[config.mk]
export PLATFORM = sky130hd
export DESIGN_NAME = tdec_in_loader
export DESIGN_NICKNAME = d
export VERILOG_FILES = /design/src/rtl/tdec_in_pkg.sv /design/src/rtl/tdec_bsize_lut.sv /design/src/rtl/tdec_load_ctrl.sv /design/src/rtl/tdec_field_mask.sv /design/src/rtl/tdec_in_loader.sv
export SDC_FILE = /design/constraint.sdc
export NUM_CORES = 1
export LEC_CHECK = 0
export ABC_CLOCK_PERIOD_IN_PS = 3600
export BUFFER_PORTS_ARGS = -buffer_cell sky130_fd_sc_hd__buf_2
export CAP_MARGIN = 40
export CELL_PAD_IN_SITES_DETAIL_PLACEMENT = 1
export CELL_PAD_IN_SITES_GLOBAL_PLACEMENT = 1
export CORE_AREA = 5 5 92 94
export CTS_BUF_LIST = sky130_fd_sc_hd__clkbuf_16
export DETAILED_ROUTE_END_ITERATION = 7
export DIE_AREA = 0 0 97 99
export PLACE_DENSITY = 0.87
export SETUP_SLACK_MARGIN = 0.15
export SYNTH_ARGS = -nofsm -noshare
export SYNTH_HDL_FRONTEND = slang
export SYNTH_SLANG_ARGS = --single-unit
[constraint.sdc]
create_clock -name clk -period 3.6 [get_ports clk]
set_input_delay 0.36 -clock clk [delete_from_list [all_inputs] [get_ports clk]]
set_output_delay 0.36 -clock clk [all_outputs]
set_load 0.01 [all_outputs]
[src/rtl/tdec_in_pkg.sv]
package tdec_in_pkg;
   localparam int NUM_FIELDS = 5;
   localparam int NUM_PAR    = 4;
   localparam int TAIL_LEN   = 6;
   localparam int TAIL_HALF  = 3;

   typedef enum logic [1:0] {LD_IDLE, LD_FILL, LD_DONE} ld_state_t;
   typedef enum logic [1:0] {PH_DATA, PH_TAIL1, PH_TAIL2} ld_phase_t;
endpackage

[src/rtl/tdec_bsize_lut.sv]
module tdec_bsize_lut #(
   parameter int SIZE_W = 14
) (
   input  logic [3:0]        code,
   output logic [SIZE_W-1:0] size,
   output logic              valid
);
   if (SIZE_W < 14) begin : g_bad_width
      $error("tdec_bsize_lut: SIZE_W must hold 12287");
   end

   always_comb begin
      valid = 1'b1;
      case (code)
         4'd0:    size = SIZE_W'(122);
         4'd1:    size = SIZE_W'(250);
         4'd2:    size = SIZE_W'(506);
         4'd3:    size = SIZE_W'(762);
         4'd4:    size = SIZE_W'(1018);
         4'd5:    size = SIZE_W'(1530);
         4'd6:    size = SIZE_W'(2042);
         4'd7:    size = SIZE_W'(3066);
         4'd8:    size = SIZE_W'(4090);
         4'd9:    size = SIZE_W'(5114);
         4'd10:   size = SIZE_W'(6138);
         4'd11:   size = SIZE_W'(8186);
         4'd12:   size = SIZE_W'(12282);
         default: begin
            size  = '0;
            valid = 1'b0;
         end
      endcase
   end
endmodule

[src/rtl/tdec_load_ctrl.sv]
module tdec_load_ctrl
   import tdec_in_pkg::*;
#(
   parameter int ADDR_W = 14
) (
   input  logic              clk,
   input  logic              arst,
   input  logic              sclr,
   input  logic              ce,
   input  logic              start,
   input  logic              nd,
   input  logic [3:0]        iter_in,
   input  logic [ADDR_W-1:0] size_in,
   input  logic              size_ok,
   output logic              ready_first,
   output logic              ready_data,
   output logic              accept,
   output logic [ADDR_W-1:0] idx,
   output ld_phase_t         phase,
   output logic [3:0]        cfg_iter,
   output logic [ADDR_W-1:0] cfg_bsize,
   output logic              load_done
);
   ld_state_t         state;
   logic [ADDR_W-1:0] cnt;
   logic [ADDR_W-1:0] last_idx;
   logic [ADDR_W-1:0] tail2_idx;
   logic              start_ok;

   assign last_idx  = cfg_bsize + ADDR_W'(TAIL_LEN - 1);
   assign tail2_idx = cfg_bsize + ADDR_W'(TAIL_HALF);
   assign start_ok  = (state == LD_IDLE) && start && nd && size_ok && (iter_in != 4'd0);
   assign accept    = ce && (start_ok || ((state == LD_FILL) && nd));
   assign idx       = (state == LD_FILL) ? cnt : '0;

   always_comb begin
      if (state != LD_FILL || idx < cfg_bsize) phase = PH_DATA;
      else if (idx < tail2_idx)                phase = PH_TAIL1;
      else                                     phase = PH_TAIL2;
   end

   assign ready_first = (state == LD_IDLE);
   assign ready_data  = (state != LD_DONE);
   assign load_done   = (state == LD_DONE);

   always_ff @(posedge clk or posedge arst) begin
      if (arst) begin
         state     <= LD_IDLE;
         cnt       <= '0;
         cfg_iter  <= '0;
         cfg_bsize <= '0;
      end else if (ce) begin
         if (sclr) begin
            state <= LD_IDLE;
            cnt   <= '0;
         end else begin
            case (state)
               LD_IDLE: if (start_ok) begin
                  state     <= LD_FILL;
                  cnt       <= ADDR_W'(1);
                  cfg_iter  <= iter_in;
                  cfg_bsize <= size_in;
               end
               LD_FILL: if (nd) begin
                  if (cnt == last_idx) begin
                     state <= LD_DONE;
                     cnt   <= '0;
                  end else begin
                     cnt <= cnt + ADDR_W'(1);
                  end
               end
               default: state <= LD_IDLE;
            endcase
         end
      end
   end

   assert_fill_bound_R4: assert property (@(posedge clk) disable iff (arst)
      (state == LD_FILL) |-> (cnt <= last_idx));
   assert_ce_hold_R4: assert property (@(posedge clk) disable iff (arst)
      !ce |=> ($stable(cnt) && $stable(state)));
   assert_rffd_drop_R1: assert property (@(posedge clk) disable iff (arst)
      (accept && state == LD_IDLE && !sclr) |=> !ready_first);
   assert_done_pulse_R6: assert property (@(posedge clk) disable iff (arst)
      (state == LD_DONE && ce) |=> (state == LD_IDLE));
   assert_cfg_hold_R11: assert property (@(posedge clk) disable iff (arst)
      (state == LD_FILL) |=> ($stable(cfg_iter) && $stable(cfg_bsize)));
endmodule

[src/rtl/tdec_field_mask.sv]
module tdec_field_mask
   import tdec_in_pkg::*;
#(
   parameter int FIELD_W = 5
) (
   input  logic [NUM_FIELDS*FIELD_W-1:0] din,
   input  ld_phase_t                     phase,
   output logic [FIELD_W-1:0]            sys_out,
   output logic [NUM_PAR*FIELD_W-1:0]    par_out
);
   assign sys_out = din[FIELD_W-1:0];

   for (genvar i = 0; i < NUM_PAR; i++) begin : g_par
      logic keep;
      if (i < NUM_PAR / 2) begin : g_enc1
         assign keep = (phase != PH_TAIL2);
      end else begin : g_enc2
         assign keep = (phase != PH_TAIL1);
      end
      assign par_out[i*FIELD_W +: FIELD_W] = keep ? din[(i+1)*FIELD_W +: FIELD_W] : '0;
   end
endmodule

[src/rtl/tdec_in_loader.sv]
module tdec_in_loader
   import tdec_in_pkg::*;
#(
   parameter int FIELD_W = 5,
   parameter int ADDR_W  = 14
) (
   input  logic                          clk,
   input  logic                          arst,
   input  logic                          sclr,
   input  logic                          ce,
   input  logic                          start,
   input  logic                          nd,
   input  logic [3:0]                    iter_in,
   input  logic [3:0]                    bsel_in,
   input  logic [NUM_FIELDS*FIELD_W-1:0] din,
   output logic                          ready_first,
   output logic                          ready_data,
   output logic                          sys_we,
   output logic [ADDR_W-1:0]             sys_addr,
   output logic [FIELD_W-1:0]            sys_wdata,
   output logic                          par_we,
   output logic [ADDR_W-1:0]             par_addr,
   output logic [NUM_PAR*FIELD_W-1:0]    par_wdata,
   output logic [3:0]                    cfg_iter,
   output logic [ADDR_W-1:0]             cfg_bsize,
   output logic                          load_done
);
   localparam int HALF_W = (NUM_PAR / 2) * FIELD_W;

   if (FIELD_W < 3 || FIELD_W > 9) begin : g_bad_field
      $error("tdec_in_loader: FIELD_W out of range");
   end
   if (ADDR_W < 14) begin : g_bad_addr
      $error("tdec_in_loader: ADDR_W too small for the largest block");
   end

   logic [ADDR_W-1:0] lut_size;
   logic              lut_ok;
   logic              accept;
   logic [ADDR_W-1:0] idx;
   ld_phase_t         phase;

   tdec_bsize_lut #(.SIZE_W(ADDR_W)) u_lut (
      .code (bsel_in),
      .size (lut_size),
      .valid(lut_ok)
   );

   tdec_load_ctrl #(.ADDR_W(ADDR_W)) u_ctrl (
      .clk        (clk),
      .arst       (arst),
      .sclr       (sclr),
      .ce         (ce),
      .start      (start),
      .nd         (nd),
      .iter_in    (iter_in),
      .size_in    (lut_size),
      .size_ok    (lut_ok),
      .ready_first(ready_first),
      .ready_data (ready_data),
      .accept     (accept),
      .idx        (idx),
      .phase      (phase),
      .cfg_iter   (cfg_iter),
      .cfg_bsize  (cfg_bsize),
      .load_done  (load_done)
   );

   tdec_field_mask #(.FIELD_W(FIELD_W)) u_mask (
      .din    (din),
      .phase  (phase),
      .sys_out(sys_wdata),
      .par_out(par_wdata)
   );

   assign sys_we   = accept;
   assign par_we   = accept;
   assign sys_addr = idx;
   assign par_addr = idx;

   assert_tail1_zero_R7: assert property (@(posedge clk) disable iff (arst)
      (par_we && phase == PH_TAIL1) |-> (par_wdata[NUM_PAR*FIELD_W-1:HALF_W] == '0));
   assert_tail2_zero_R8: assert property (@(posedge clk) disable iff (arst)
      (par_we && phase == PH_TAIL2) |-> (par_wdata[HALF_W-1:0] == '0));
   assert_no_write_idle_R4: assert property (@(posedge clk) disable iff (arst)
      (sys_we && !ready_first) |-> (ready_data && nd && ce));
endmodule

* Yosys cells after proc, flatten, opt, wreduce, memory -nomap -nowiden
Index checks and enable logic that the tools add are counted.
W data, S select, Z words.
** Word-level totals
- Bits in writable memories :: 0
- ROM bits :: 0
- Bits in registers :: 34
- Memories :: 0
- Latch bits :: 0
- Input port bits :: 39
** Operators by class
- Div/mod/pow operators :: 0
- Shifts and indexed selects :: 0
- Eq/ne operators :: 22
- Multipliers :: 0
- $lt $le $gt $ge :: 2
- Muxes and demuxes :: 19
- Add/subtract/negate cells :: 3
- Reductions and logical operators :: 16
- Bitwise gates (word level) :: 1
** Operator list (number)
- $pmux W14 S13 :: 1
- $mux W14 :: 5
- $lt A14 B14 Y1 :: 2
- $pmux W14 S2 :: 1
- $eq A4 B4 Y1 const B :: 5
- $mux W5 :: 4
- $eq A4 B3 Y1 const B :: 4
- $add A14 B1 Y14 const B :: 1
- $add A14 B2 Y14 const B :: 1
- $add A14 B3 Y14 const B :: 1
- $eq A14 B14 Y1 :: 1
- $reduce_or A13 Y1 :: 1
- $mux W2 :: 6
- $reduce_and A4 Y1 :: 3
- $eq A4 B2 Y1 const B :: 2
- $logic_and A1 B1 Y1 :: 6
- $ne A3 B3 Y1 const B :: 2
- $eq A4 B1 Y1 const B :: 1
- $logic_not A4 Y1 :: 1
- $ne A2 B1 Y1 const B :: 2
- $ne A2 B2 Y1 const B :: 2
- $pmux W2 S2 :: 1
- $reduce_bool A4 Y1 :: 1
- $ne A3 B2 Y1 const B :: 1
- other kinds (7) :: 8

* Depth between registers and ports, before layout
- Word-level depth :: 8
- Gate-level depth with buffers :: 10

* Modules after synthesis
From an unflattened synthesis, not the netlist that was laid out.
** Second synthesis, totals
- Cells, all modules :: 396
- Area total of the unflattened synthesis :: 3442.1 um^2
** By module, submodules not included
- tdec_load_ctrl :: instances 1, cells each 323, area each 2905.3 um^2
- tdec_bsize_lut :: instances 1, cells each 31, area each 234.0 um^2
- tdec_field_mask :: instances 1, cells each 27, area each 190.2 um^2
- tdec_in_loader :: instances 1, cells each 15, area each 112.6 um^2

* Worst setup path after synthesis
No wires, ideal clock.
- Path type :: reg-to-output
- Start point :: register u_ctrl.state[0]
- End point :: output par_wdata[10]
- Data arrival time :: 2489 ps
- Slack :: 751 ps
- Buffers on the path :: 2
- Cell stages (with the launch flop) :: 11
- Cell sequence :: dfrtp_1 > nor2b_1 > buf_2 > clkbuf_1 > and2_1 > ha_1 > a211oi_1 > o21ai_0 > a221o_1 > nand4b_1 > and2_1
** On the way
- Cells in the longest elaborated chain, start to end :: 7
- Elaborated cells on any way between the ends :: 10
** Ends and longest elaborated chain
- start: declaration :: RTL line tdec_load_ctrl.sv:24 : ld_state_t state;
- start signal: assignment :: RTL line tdec_load_ctrl.sv:48 : state <= LD_IDLE;
- start signal: assignment :: RTL line tdec_load_ctrl.sv:54 : state <= LD_IDLE;
- start signal: assignment :: RTL line tdec_load_ctrl.sv:59 : state <= LD_FILL;
- $eq A2 B1 Y1 * :: RTL line tdec_load_ctrl.sv:34 : assign idx = (state == LD_FILL) ? cnt : '0;
- $mux W14 * :: RTL line tdec_load_ctrl.sv:34
- via par_addr[7] :: RTL line tdec_in_loader.sv:22 : output logic [ADDR_W-1:0] par_addr,
- $lt A14 B14 Y1 (on tied branches) :: RTL line tdec_load_ctrl.sv:38, tdec_load_ctrl.sv:37
- $mux W2 / $logic_or A1 B1 Y1 (equally long branches) :: RTL line tdec_load_ctrl.sv:38, tdec_load_ctrl.sv:37
- $mux W2 * :: RTL line tdec_load_ctrl.sv:37 : if (state != LD_FILL || idx < cfg_bsize) phase = PH_DATA;
- $ne A2 B1 Y1 * :: RTL line tdec_field_mask.sv:18 : assign keep = (phase != PH_TAIL1);
- $mux W5 * :: RTL line tdec_field_mask.sv:20 : assign par_out[i*FIELD_W +: FIELD_W] = keep ? din[(i+1)*FIELD_W +: FIELD_W] : '0;
- end: declaration :: RTL line tdec_in_loader.sv:23 : output logic [NUM_PAR*FIELD_W-1:0] par_wdata,
Mark *: on every way through the listed nets, which the timed path passes. The rest lies on a longest branch.

* Worst setup path in the final report
- Start point :: register u_ctrl.state[0]
- End point :: output par_wdata[14]
** On the way
- Cells in the longest elaborated chain, start to end :: 7
- Elaborated cells on any way between the ends :: 10
** Ends and longest elaborated chain (RTL line)
- $eq A2 B1 Y1 :: tdec_load_ctrl.sv:34
- $mux W14 :: tdec_load_ctrl.sv:34
- $lt A14 B14 Y1 (on tied branches) :: tdec_load_ctrl.sv:38, tdec_load_ctrl.sv:37
- $mux W2 / $logic_or A1 B1 Y1 (equally long branches) :: tdec_load_ctrl.sv:38, tdec_load_ctrl.sv:37
- $mux W2 * :: tdec_load_ctrl.sv:37
- $ne A2 B1 Y1 * :: tdec_field_mask.sv:18
- $mux W5 * :: tdec_field_mask.sv:20
Mark *: on every way between the ends. The rest lies on a longest branch, timed or not.

==> parameters.txt <==
Parameter                              Value

Final layout
  Fin area    2920 sq um
  Number of fill cells in the layout    982
  Signed area change from the synthesized netlist to the final layout    21.6%
  Ratio of cells with drive above 1 in the final layout    0.333
  Ant diodes    0
  Post-layout nets    427

Yosys
  Commonest cells in the synthesized netlist    sky130_fd_sc_hd__inv_1 (29), sky130_fd_sc_hd__dfrtp_1 (28), sky130_fd_sc_hd__buf_4 (27)
  Number of instances in the synthesized netlist    300
  Number of enable flip-flop cells after synthesis    0
  Post-synthesis average cell area    8.01 sq um
  Cell with the most instances after synthesis    sky130_fd_sc_hd__inv_1
  Library cell occupying the most area in the post-synthesis netlist    sky130_fd_sc_hd__dfrtp_1
  Register area share after synthesis    0.292
  Warnings, synthesis    0
  Yosys reg bits    28
  Largest cells by area after synthesis    sky130_fd_sc_hd__dfrtp_1 (29%), sky130_fd_sc_hd__buf_4 (8.4%), sky130_fd_sc_hd__ha_1 (7.8%)
  Share of flip-flops with an asynchronous set or reset    1.00
  Synth unique cells    43
  Post-Syn Area    2400 sq um
  Dominant synthesized flop cell    sky130_fd_sc_hd__dfrtp_1
  Share of Yosys cell area claimed by the top area cell type    0.292

Critical path
  Max FO, Critical Path    19
  CP peak stage delay    0.43 ns
  Data required time of the critical path    3.24 ns
  Cell Chain, Critical Path    nor2b_1 > buf_4 > and2_1 > ha_1 > a211oi_1 > o21ai_0 > a221o_1 > nand4b_1 > buf_4 > and2_1 > buf_2
  Data arrival time of the critical path    2.87 ns
  Reg2Reg Depth    5
  Crit Path Category    flip-flop to output port
  Slowest cell on the critical path    sky130_fd_sc_hd__dfrtp_1
  Endpoint type of the worst setup path    output port
  Type of origin of the critical path    flip-flop

Floorplan
  # rows    32
  Initial core utilization    0.318
  Die Footprint    9600 sq um
  Die H    99 um
  Floorplan core area    7570 sq um
  Die Width    97 um
  Boundary Pins    115

Outcome
  Outcome    complete, no violations

Drt
  DR DRC count    0
  Starting DRC count in detailed routing    145
  Detail-routed net length per standard cell    15.9 um
  DRT antenna net count    0
  Via density per instance    5.04
  Total iterations of the first detailed-routing run    6
  Detailed-route via count    2391
  Routed wire length    7.52 mm

Timing
  F_max    310 MHz
  Final count of hold timing violations    0
  Unrepaired setup endpoints after global routing    false
  Count of pins over their slew limit    0
  Total Negative Setup Slacks    0 ns
  Period utilization    0.896
  Hold slack    0.139 ns
  Headroom to the max-slew limit    0.464
  Transition time at the pin with the least slew margin    0.802 ns
  Post-route minimum period    3.23 ns
  Worst clock skew    0.00243 ns
  Setup violators final    0

Power
  P per Cell Area    369 nW/um^2
  Worst ir drop on vdd    0.000332 V
  Leak pwr    1.49 nW

GRT
  Number of global-route vias before repair    2532
  Global routing usage summed across all routing layers    0.154
  Maximum number of pins on one net before global-route repair    20
  First-pass GRT wire length    12.6 mm
  Grt total ovfl    0
  Number of antenna violations at the first check in global routing    0

CTS
  Clock buffers created by TritonCTS    3
  CTS Root Buffer Type    sky130_fd_sc_hd__clkbuf_16
  CTS Buffer Depth    2
  Total number of clock tree sinks    28
  Clk_lat worst skew    0.27 ns
  Clock transition at the registers of the reported paths    0.07 ns
  H-tree depth    1
  CTS tree    done
  Hold-fix buffers at CTS    0

Place
  Hpwl dp    6.04 mm
  Number of buffer cells added on primary ports    102
  Area after detailed placement    2840 sq um
  GPL Wtd Cong    0.779

Min path
  Hold crit path type    input port to async pin

Job
  Number of max-cap violations    0
==> sequential cells by signal (all words and copies together) (netlist names) <==
name	cells
u_ctrl.cnt	14
u_ctrl.cfg_bsize	8
u_ctrl.cfg_iter	4
u_ctrl.state	2
==> power breakdown <==
group | internal (mW) | switching (mW)
clock network | 0.149 | 0.116
registers | 0.365 | 0.0626
logic | 0.167 | 0.218
==> repair_timing <==
item / CTS / global route
buffers inserted: 0 / 1
endpoints found under the setup margin: 0 / 10
gates resized for setup: 0 / 0
==> cell families after synthesis <==
kind of cell,synth area share
AO/OA/AOI/OAI,0.153
flip-flops,0.292
buffers and inverters,0.156
XOR/XNOR,0.0328
other,0.00156
multiplexers,0.0187
adder cells (fa/ha/maj),0.0781
AND/OR/NAND/NOR,0.269
==> final timing paths <==
path / end / slack (ns) / startpoint
setup / recovery: par_wdata[14] / 0.37 / u_ctrl.state[0]
hold / removal: u_ctrl.cfg_iter[2] / 0.14 / arst
setup reg to reg: u_ctrl.cnt[3] / 1.25 / u_ctrl.cnt[3]
hold reg to reg: u_ctrl.cfg_iter[3] / 0.51 / u_ctrl.cfg_iter[3]
max in group asynchronous: u_ctrl.cnt[5] / 2.97 / arst
min in group clk: u_ctrl.state[1] / 0.32 / ce
==> layout by cell type, fill, tap and decap left out, drive strengths merged, types with 3 or more instances in the layout <==
cell type	n
nand4	8
and3	12
and2	25
nor2b	3
buf	107
clkbuf	3
o21ai	13
nand2	22
mux2	4
a31oi	15
inv	29
a21oi	8
ha	15
dfrtp	28
o22ai	12
nor2	12
nand3	12
xor2	9
nand2b	7
nor3	3
==> per-stage QoR <==
step                cells  setup slack [ns]  total power, mW  utilization
finish                474             0.374             1.08        0.386
global route          474             0.184             1.15        0.386
CTS                   473             0.230             1.09        0.385
detailed placement    469             0.520            0.821        0.375
global placement      468             0.720            0.795        0.371
floorplan             301             0.751            0.675            -
==> critical path: cells and delay by family (launching register included) <==
family,cells,cell delay [ns]
fa+ha+maj,1,0.32
compound gates,3,0.68
simple gates,4,0.68
flops,1,0.43
buf+inv,3,0.51
==> cell type report <==
| class | instances | area [sq um] | area share |
|---|---|---|---|
| clock buffer | 3 | 75.1 | 0.0257 |
| clock inverter | 1 | 3.75 | 0.00128 |
| inverter | 29 | 109 | 0.0373 |
| multi-input combinational | 204 | 1340 | 0.458 |
| sequential | 28 | 701 | 0.240 |
| tap | 102 | 128 | 0.0437 |
| timing repair buffer | 107 | 568 | 0.194 |
==> per-layer routing <==
| metal | vias up | global-route usage | part of all wire |
|---|---|---|---|
| met5 | - | 0 | 0 |
| met4 | 0 | 0.0281 | 0.0073 |
| met3 | 6 | 0.0276 | 0.040 |
| met2 | 56 | 0.283 | 0.51 |
| met1 | 1175 | 0.190 | 0.44 |
| li1 | 1154 | - | - |
Power figures use the tool's default switching activity.
